==> src/rtl/rob_pkg.sv <==
package rob_pkg;

    typedef enum logic [1:0] {
        OP_REG    = 2'b00,
        OP_STORE  = 2'b01,
        OP_BRANCH = 2'b10
    } op_kind_e;

    typedef enum logic {
        ST_RUN     = 1'b0,
        ST_RECOVER = 1'b1
    } rob_state_e;

endpackage

==> src/rtl/rob_ptr_ctl.sv <==
module rob_ptr_ctl #(
    parameter int DEPTH = 8,
    localparam int IDX_W = $clog2(DEPTH),
    localparam int PTR_W = IDX_W + 1
) (
    input  logic             clk,
    input  logic             rst_n,
    input  logic             push_i,
    input  logic             pop_i,
    input  logic             clear_i,
    output logic [IDX_W-1:0] head_idx_o,
    output logic [IDX_W-1:0] tail_idx_o,
    output logic             full_o,
    output logic             empty_o
);

    logic [PTR_W-1:0] head_q;
    logic [PTR_W-1:0] tail_q;

    always_ff @(posedge clk or negedge rst_n) begin
        if (!rst_n) begin
            head_q <= '0;
            tail_q <= '0;
        end else if (clear_i) begin
            head_q <= '0;
            tail_q <= '0;
        end else begin
            if (push_i) tail_q <= tail_q + 1'b1;
            if (pop_i)  head_q <= head_q + 1'b1;
        end
    end

    assign head_idx_o = head_q[IDX_W-1:0];
    assign tail_idx_o = tail_q[IDX_W-1:0];
    assign empty_o    = (head_q == tail_q);
    assign full_o     = (head_q[IDX_W-1:0] == tail_q[IDX_W-1:0]) &&
                        (head_q[PTR_W-1] != tail_q[PTR_W-1]);


    occupancy_bound_chk: assert property (@(posedge clk) disable iff (!rst_n)
        (tail_q - head_q) <= PTR_W'(DEPTH));


    no_push_when_full_chk: assert property (@(posedge clk) disable iff (!rst_n)
        push_i |-> !full_o);


    no_pop_when_empty_chk: assert property (@(posedge clk) disable iff (!rst_n)
        pop_i |-> !empty_o);

endmodule

==> src/rtl/rob_entries.sv <==
module rob_entries
    import rob_pkg::*;
#(
    parameter int DEPTH  = 8,
    parameter int REG_W  = 5,
    parameter int DATA_W = 32,
    localparam int IDX_W = $clog2(DEPTH)
) (
    input  logic              clk,
    input  logic              rst_n,
    input  logic              clear_i,
    input  logic              alloc_we_i,
    input  logic [IDX_W-1:0]  alloc_idx_i,
    input  op_kind_e          alloc_kind_i,
    input  logic [REG_W-1:0]  alloc_dest_i,
    input  logic              wb_we_i,
    input  logic [IDX_W-1:0]  wb_idx_i,
    input  logic [DATA_W-1:0] wb_value_i,
    input  logic [DATA_W-1:0] wb_addr_i,
    input  logic              wb_mp_i,
    input  logic              wb_ex_i,
    input  logic              retire_i,
    input  logic [IDX_W-1:0]  head_idx_i,
    input  logic [IDX_W-1:0]  rd_idx_i,
    output logic              head_valid_o,
    output logic              head_done_o,
    output op_kind_e          head_kind_o,
    output logic [REG_W-1:0]  head_dest_o,
    output logic [DATA_W-1:0] head_value_o,
    output logic [DATA_W-1:0] head_addr_o,
    output logic              head_mp_o,
    output logic              head_ex_o,
    output logic              rd_done_o,
    output logic [DATA_W-1:0] rd_value_o
);

    logic              valid_a [DEPTH];
    logic              done_a  [DEPTH];
    op_kind_e          kind_a  [DEPTH];
    logic [REG_W-1:0]  dest_a  [DEPTH];
    logic [DATA_W-1:0] value_a [DEPTH];
    logic [DATA_W-1:0] addr_a  [DEPTH];
    logic              mp_a    [DEPTH];
    logic              ex_a    [DEPTH];

    for (genvar i = 0; i < DEPTH; i++) begin : g_slot
        logic              valid_q;
        logic              done_q;
        op_kind_e          kind_q;
        logic [REG_W-1:0]  dest_q;
        logic [DATA_W-1:0] value_q;
        logic [DATA_W-1:0] addr_q;
        logic              mp_q;
        logic              ex_q;
        logic              alloc_hit;
        logic              wb_hit;
        logic              ret_hit;

        assign alloc_hit = alloc_we_i && (alloc_idx_i == IDX_W'(i));
        assign wb_hit    = wb_we_i && (wb_idx_i == IDX_W'(i)) && valid_q;
        assign ret_hit   = retire_i && (head_idx_i == IDX_W'(i));

        always_ff @(posedge clk or negedge rst_n) begin
            if (!rst_n) begin
                valid_q <= 1'b0;
                done_q  <= 1'b0;
            end else if (clear_i) begin
                valid_q <= 1'b0;
                done_q  <= 1'b0;
            end else if (alloc_hit) begin
                valid_q <= 1'b1;
                done_q  <= 1'b0;
            end else if (ret_hit) begin
                valid_q <= 1'b0;
                done_q  <= 1'b0;
            end else if (wb_hit) begin
                done_q  <= 1'b1;
            end
        end

        always_ff @(posedge clk) begin
            if (alloc_hit) begin
                kind_q <= alloc_kind_i;
                dest_q <= alloc_dest_i;
            end
            if (wb_hit) begin
                value_q <= wb_value_i;
                addr_q  <= wb_addr_i;
                mp_q    <= wb_mp_i;
                ex_q    <= wb_ex_i;
            end
        end

        assign valid_a[i] = valid_q;
        assign done_a[i]  = done_q;
        assign kind_a[i]  = kind_q;
        assign dest_a[i]  = dest_q;
        assign value_a[i] = value_q;
        assign addr_a[i]  = addr_q;
        assign mp_a[i]    = mp_q;
        assign ex_a[i]    = ex_q;
    end

    assign head_valid_o = valid_a[head_idx_i];
    assign head_done_o  = done_a[head_idx_i];
    assign head_kind_o  = kind_a[head_idx_i];
    assign head_dest_o  = dest_a[head_idx_i];
    assign head_value_o = value_a[head_idx_i];
    assign head_addr_o  = addr_a[head_idx_i];
    assign head_mp_o    = mp_a[head_idx_i];
    assign head_ex_o    = ex_a[head_idx_i];
    assign rd_done_o    = valid_a[rd_idx_i] && done_a[rd_idx_i];
    assign rd_value_o   = value_a[rd_idx_i];


    retire_needs_done_chk: assert property (@(posedge clk) disable iff (!rst_n)
        retire_i |-> (head_valid_o && head_done_o));

endmodule

==> src/rtl/spec_rob.sv <==
module spec_rob
    import rob_pkg::*;
#(
    parameter int DEPTH  = 8,
    parameter int REG_W  = 5,
    parameter int DATA_W = 32,
    localparam int IDX_W = $clog2(DEPTH)
) (
    input  logic              clk,
    input  logic              rst_n,
    input  logic              alloc_valid_i,
    input  logic [1:0]        alloc_type_i,
    input  logic [REG_W-1:0]  alloc_dest_i,
    output logic              alloc_ready_o,
    output logic [IDX_W-1:0]  alloc_tag_o,
    input  logic              wb_valid_i,
    input  logic [IDX_W-1:0]  wb_tag_i,
    input  logic [DATA_W-1:0] wb_value_i,
    input  logic [DATA_W-1:0] wb_addr_i,
    input  logic              wb_mispredict_i,
    input  logic              wb_except_i,
    input  logic [IDX_W-1:0]  rd_tag_i,
    output logic              rd_ready_o,
    output logic [DATA_W-1:0] rd_value_o,
    output logic              retire_o,
    output logic              reg_we_o,
    output logic [REG_W-1:0]  reg_waddr_o,
    output logic [DATA_W-1:0] reg_wdata_o,
    output logic              st_valid_o,
    output logic [DATA_W-1:0] st_addr_o,
    output logic [DATA_W-1:0] st_data_o,
    output logic              flush_o,
    output logic              flush_exc_o,
    output logic [DATA_W-1:0] redirect_pc_o
);

    rob_state_e state_q, state_d;

    logic [IDX_W-1:0]  head_idx, tail_idx;
    logic              full, empty;
    logic              head_valid, head_done, head_mp, head_ex;
    op_kind_e          head_kind;
    logic [REG_W-1:0]  head_dest;
    logic [DATA_W-1:0] head_value, head_addr;
    logic              head_ok, head_bad, retire, flush_now, alloc_fire;
    logic [DATA_W-1:0] redirect_q;
    logic              exc_q;

    rob_ptr_ctl #(.DEPTH(DEPTH)) u_ptr (
        .clk        (clk),
        .rst_n      (rst_n),
        .push_i     (alloc_fire),
        .pop_i      (retire),
        .clear_i    (flush_now),
        .head_idx_o (head_idx),
        .tail_idx_o (tail_idx),
        .full_o     (full),
        .empty_o    (empty)
    );

    rob_entries #(.DEPTH(DEPTH), .REG_W(REG_W), .DATA_W(DATA_W)) u_ent (
        .clk          (clk),
        .rst_n        (rst_n),
        .clear_i      (flush_now),
        .alloc_we_i   (alloc_fire),
        .alloc_idx_i  (tail_idx),
        .alloc_kind_i (op_kind_e'(alloc_type_i)),
        .alloc_dest_i (alloc_dest_i),
        .wb_we_i      (wb_valid_i),
        .wb_idx_i     (wb_tag_i),
        .wb_value_i   (wb_value_i),
        .wb_addr_i    (wb_addr_i),
        .wb_mp_i      (wb_mispredict_i),
        .wb_ex_i      (wb_except_i),
        .retire_i     (retire),
        .head_idx_i   (head_idx),
        .rd_idx_i     (rd_tag_i),
        .head_valid_o (head_valid),
        .head_done_o  (head_done),
        .head_kind_o  (head_kind),
        .head_dest_o  (head_dest),
        .head_value_o (head_value),
        .head_addr_o  (head_addr),
        .head_mp_o    (head_mp),
        .head_ex_o    (head_ex),
        .rd_done_o    (rd_ready_o),
        .rd_value_o   (rd_value_o)
    );

    // Oldest-entry decision
    assign head_ok  = head_valid && head_done;
    assign head_bad = head_ex || ((head_kind == OP_BRANCH) && head_mp);

    // State register
    always_ff @(posedge clk or negedge rst_n) begin
        if (!rst_n) state_q <= ST_RUN;
        else        state_q <= state_d;
    end

    // Redirect capture
    always_ff @(posedge clk or negedge rst_n) begin
        if (!rst_n) begin
            redirect_q <= '0;
            exc_q      <= 1'b0;
        end else if (flush_now) begin
            redirect_q <= head_value;
            exc_q      <= head_ex;
        end
    end

    // Transitions and outputs
    always_comb begin
        state_d       = state_q;
        retire        = 1'b0;
        flush_now     = 1'b0;
        alloc_ready_o = 1'b0;
        flush_o       = 1'b0;
        unique case (state_q)
            ST_RUN: begin
                retire        = head_ok && !head_bad;
                flush_now     = head_ok && head_bad;
                alloc_ready_o = !full && !flush_now;
                if (flush_now) state_d = ST_RECOVER;
            end
            ST_RECOVER: begin
                flush_o = 1'b1;
                state_d = ST_RUN;
            end
            default: state_d = ST_RUN;
        endcase
    end

    assign alloc_fire    = alloc_valid_i && alloc_ready_o;
    assign alloc_tag_o   = tail_idx;
    assign retire_o      = retire;
    assign reg_we_o      = retire && (head_kind == OP_REG);
    assign reg_waddr_o   = head_dest;
    assign reg_wdata_o   = head_value;
    assign st_valid_o    = retire && (head_kind == OP_STORE);
    assign st_addr_o     = head_addr;
    assign st_data_o     = head_value;
    assign flush_exc_o   = exc_q;
    assign redirect_pc_o = redirect_q;


    reg_store_exclusive_chk: assert property (@(posedge clk) disable iff (!rst_n)
        !(reg_we_o && st_valid_o));


    flush_single_pulse_chk: assert property (@(posedge clk) disable iff (!rst_n)
        flush_o |=> !flush_o);


    flush_leaves_empty_chk: assert property (@(posedge clk) disable iff (!rst_n)
        flush_o |-> empty);


    flush_blocks_alloc_chk: assert property (@(posedge clk) disable iff (!rst_n)
        flush_o |-> !alloc_ready_o);


    no_write_on_fault_chk: assert property (@(posedge clk) disable iff (!rst_n)
        (head_ok && head_ex) |-> !(reg_we_o || st_valid_o));

endmodule

==> config.mk <==
export PLATFORM = sky130hd
export DESIGN_NAME = spec_rob
export DESIGN_NICKNAME = d
export VERILOG_FILES = /design/src/rtl/rob_pkg.sv /design/src/rtl/rob_ptr_ctl.sv /design/src/rtl/rob_entries.sv /design/src/rtl/spec_rob.sv
export SDC_FILE = /design/constraint.sdc
export NUM_CORES = 1
export LEC_CHECK = 0
export BUFFER_PORTS_ARGS = -buffer_cell sky130_fd_sc_hd__buf_4
export CORE_MARGIN = 10
export CORE_UTILIZATION = 55
export DETAILED_ROUTE_END_ITERATION = 10
export PLACE_DENSITY = 0.71
export SKIP_CTS_REPAIR_TIMING = 1
export SLEW_MARGIN = 25
export SYNTH_ARGS = -nofsm -noshare
export SYNTH_HDL_FRONTEND = slang
export SYNTH_SLANG_ARGS = --single-unit
==> constraint.sdc <==
create_clock -name clk -period 6.45 [get_ports clk]
set_input_delay 0.3225 -clock clk [delete_from_list [all_inputs] [get_ports clk]]
set_output_delay 0.3225 -clock clk [all_outputs]
set_load 0.03 [all_outputs]
==> out/qor.yml <==
status: "completed"
synth-main-ff-cell: "edfxtp_1"
grt.total_usage_pct: 21.80
setup_tns_ns: 0
core-area_sq_mm: 0.04805
finalWorstSetupSlack_ns: 2.218
drtPass1Iterations: 5
fin_crit_ns: 4.232
reg2regPathDepth: 8
layout.area.seq_sq_mm: 0.01900
yosys.area.top_type: "edfxtp_1"
worstPathArrival_ns: 3.91
critPathKind: "reg -> out"
drc: 0
final-setup-viol-count: 0
drive_gt1_share_pct: 36.55
ios: 258
clockBufferDepth: 3
yosysTopAreaCellShare_pct: 65.30
area_growth_pct: 19.76
rows: 80
drv_cap: 0
multiInputGateArea_sq_mm: 0.007258
synth_enable_flop_cells: 584
ys_ff_latch: 642
dp_cells: 2194
grt_pass1_wl_mm: 93.32
fin_crit_sh_pct: 65.62
drt_wl_total_mm: 63.29
rsz0062_at_grt: "no"
die_h_um: 241.0
finClkSkew_ns: 0.01885
grt_pass1_vias: 15050
tritoncts: "built"
synthCells: 1418
startpoint: "u_ptr.head_q[0]"
p_leak_uw: 0.01117
io_buffers: 257
antenna_found_initial: 1
ys_top_cells_by_area: "edfxtp_1 65%, mux4_2 18%, dfrtp_1 5.4%, nand2_1 3.0%, mux2_2 1.4%"
start_kind: "register"
die_width_um: 241.0
dp_slack_ns: 2.606
ys_types: 51
total_power_uw: 13540
gp_congestion: 0.8400
cp_max_fo: 40
cts_inserted_buffers: 68
worst_pin_slew_ns: 1.069
yosysSeqAreaShare_pct: 70.70
synthesis.area_sq_mm: 0.02686
p_per_area_mw_per_mm2: 421.1
nets: 1818
rrSetupSlack_ns: 2.58
slew_headroom_pct: 28.76
cp.required_ns: 6.13
end_kind: "output pin"
avgSynthCellArea_sq_um: 18.94
regToRegEndpoint: "redirect_pc_o[17]"
initial_core_util_pct: 55.90
post_drt_wl_per_cell_um: 26.49
clk_pin_slew_worst_paths_ns: 0.06
dieArea_sq_mm: 0.05807
ys_async_sr_fraction_pct: 9.034
hold_violations: 0
fill_cells: 3174
synth_nets: 1513
vdd_ir_drop_max_uv: 373.6
stdcell_count: 2389
grt-ovfl-total: 0
htreeDepth: 3
cts-root-buf: "clkbuf_16"
timing.rr.start: "u_ptr.head_q[1]"
worstHoldPathType: "in -> reg"
vias: 14600
yosysWarningCount: 0
postRouteAntennaNets: 0
vias_per_cell: 6.112
slew_violations: 0
hpwlAfterDp_mm: 35.67
clock_sinks: 642
drt-initial-drc-count: 1249
timing.fmax_ghz: 0.2363
crit_end: "st_data_o[17]"
grt_max_degree: 78
clkLatencyLatePin_ns: 0.59
-- critical path, cell delays in order, from the launching register on --
cell and delay, ns:
dfrtp_4 0.86, buf_4 0.62, buf_4 0.76, mux4_2 0.61
nand2_1 0.13, nand2_1 0.12, buf_4 0.18
-- metal layers --
| metal | part of all wire (%) | up-vias | GRT usage, % |
|---|---|---|---|
| met3 | 6.8 | 94 | 4.631 |
| met2 | 52 | 530 | 36.59 |
| met1 | 39 | 7701 | 28.15 |
| met4 | 2.1 | 2 | 6.992 |
| met5 | 0.021 | - | 0 |
| li1 | - | 6274 | - |
-- stage by stage --
| step | hold slack (ns) | cell area, sq um | util [%] |
|---|---|---|---|
| floorplan | 0.02691 | 26860 | - |
| global placement | 0.5124 | 29130 | 60.62 |
| detailed placement | 0.5124 | 29130 | 60.62 |
| CTS | -0.1193 | 31420 | 65.40 |
| global route | 0.2675 | 32160 | 66.94 |
| finish | 0.2509 | 32160 | 66.94 |
-- area by class of cell --
class | instances | share of cell area (%)
flip-flops and latches | 642 | 59.07
multi-input cells | 653 | 22.57
repair buffers | 349 | 8.722
clock buffers | 85 | 5.843
well taps | 615 | 2.392
clock inverters | 35 | 1.292
inverters | 9 | 0.1050
diodes | 1 | 0.007780
-- cells by family after synthesis --
kind of cell,synth area share (%)
AOI/OAI and AO/OA,1.966
xor gates and xnor gates,0.1957
adders and majority gates,0.5591
buffers and inverters,2.418
DFF,70.70
muxes,19.25
and+or+nand+nor,4.906
-- worst min-delay path by stage --
stage,start,endpoint,depth (start not counted)
after floorplan,rst_n,flush_exc_o,0
after global placement,rst_n,redirect_pc_o[6],1
after detailed placement,rst_n,redirect_pc_o[4],1
after CTS,rst_n,u_ptr.tail_q[1],1
after global routing,alloc_valid_i,u_ptr.tail_q[0],5
final,alloc_valid_i,u_ptr.tail_q[3],5
-- power breakdown --
| part | internal (uW) | total (uW) | switching (uW) |
|---|---|---|---|
| clock | 2460 | 3980 | 1530 |
| sequential | 4900 | 5200 | 302 |
| combinational | 1740 | 4350 | 2620 |
-- cells in the final DEF, fill, tap and decap left out, types with 5 or more instances in the layout --
cell / synthesis / layout
a21oi_1: 10 / 10
a31oi_1: 34 / 34
and3_4: 5 / 11
buf_4: 36 / 275
bufinv_16: 0 / 10
clkbuf_1: 35 / 9
clkbuf_16: 0 / 71
clkbuf_8: 0 / 5
clkinv_1: 0 / 13
clkinv_2: 0 / 10
dfrtp_1: 58 / 55
dlygate4sd3_1: 0 / 74
edfxtp_1: 584 / 584
ha_1: 12 / 12
inv_1: 6 / 6
mux2_2: 33 / 33
mux4_2: 211 / 211
nand2_1: 217 / 217
nand3_1: 8 / 8
nor2_1: 53 / 53
o21ai_0: 10 / 10
-- Yosys cell counts (4+ instances only) --
| cell type | n |
|---|---|
| nand3_1 | 8 |
| o21ai_0 | 10 |
| buf_2 | 30 |
| nor2b_1 | 4 |
| edfxtp_1 | 584 |
| mux4_2 | 211 |
| ha_1 | 12 |
| and3_1 | 7 |
| buf_1 | 11 |
| buf_4 | 36 |
| and3_4 | 5 |
| nand2_1 | 217 |
| xnor2_1 | 4 |
| a21oi_1 | 10 |
| mux2_2 | 33 |
| clkbuf_1 | 35 |
| nor2_1 | 53 |
| dfrtp_1 | 58 |
| and2_1 | 4 |
| inv_1 | 6 |
| a31oi_1 | 34 |
-- state kept, by name (all words and copies together), names as in the netlist --
| name | flops |
|---|---|
| u_ent.g_slot.done_q | 8 |
| u_ent.g_slot.valid_q | 8 |
| u_ent.g_slot.addr_q | 256 |
| flush_exc_o | 1 |
| u_ent.g_slot.dest_q | 40 |
| u_ent.g_slot.value_q | 256 |
| u_ptr.head_q | 4 |
| redirect_pc_o | 32 |
| u_ent.g_slot.ex_q | 8 |
| u_ent.g_slot.kind_q | 16 |
| u_ptr.tail_q | 4 |
| state_q | 1 |
| u_ent.g_slot.mp_q | 8 |
(Power assumes the default switching activity.)
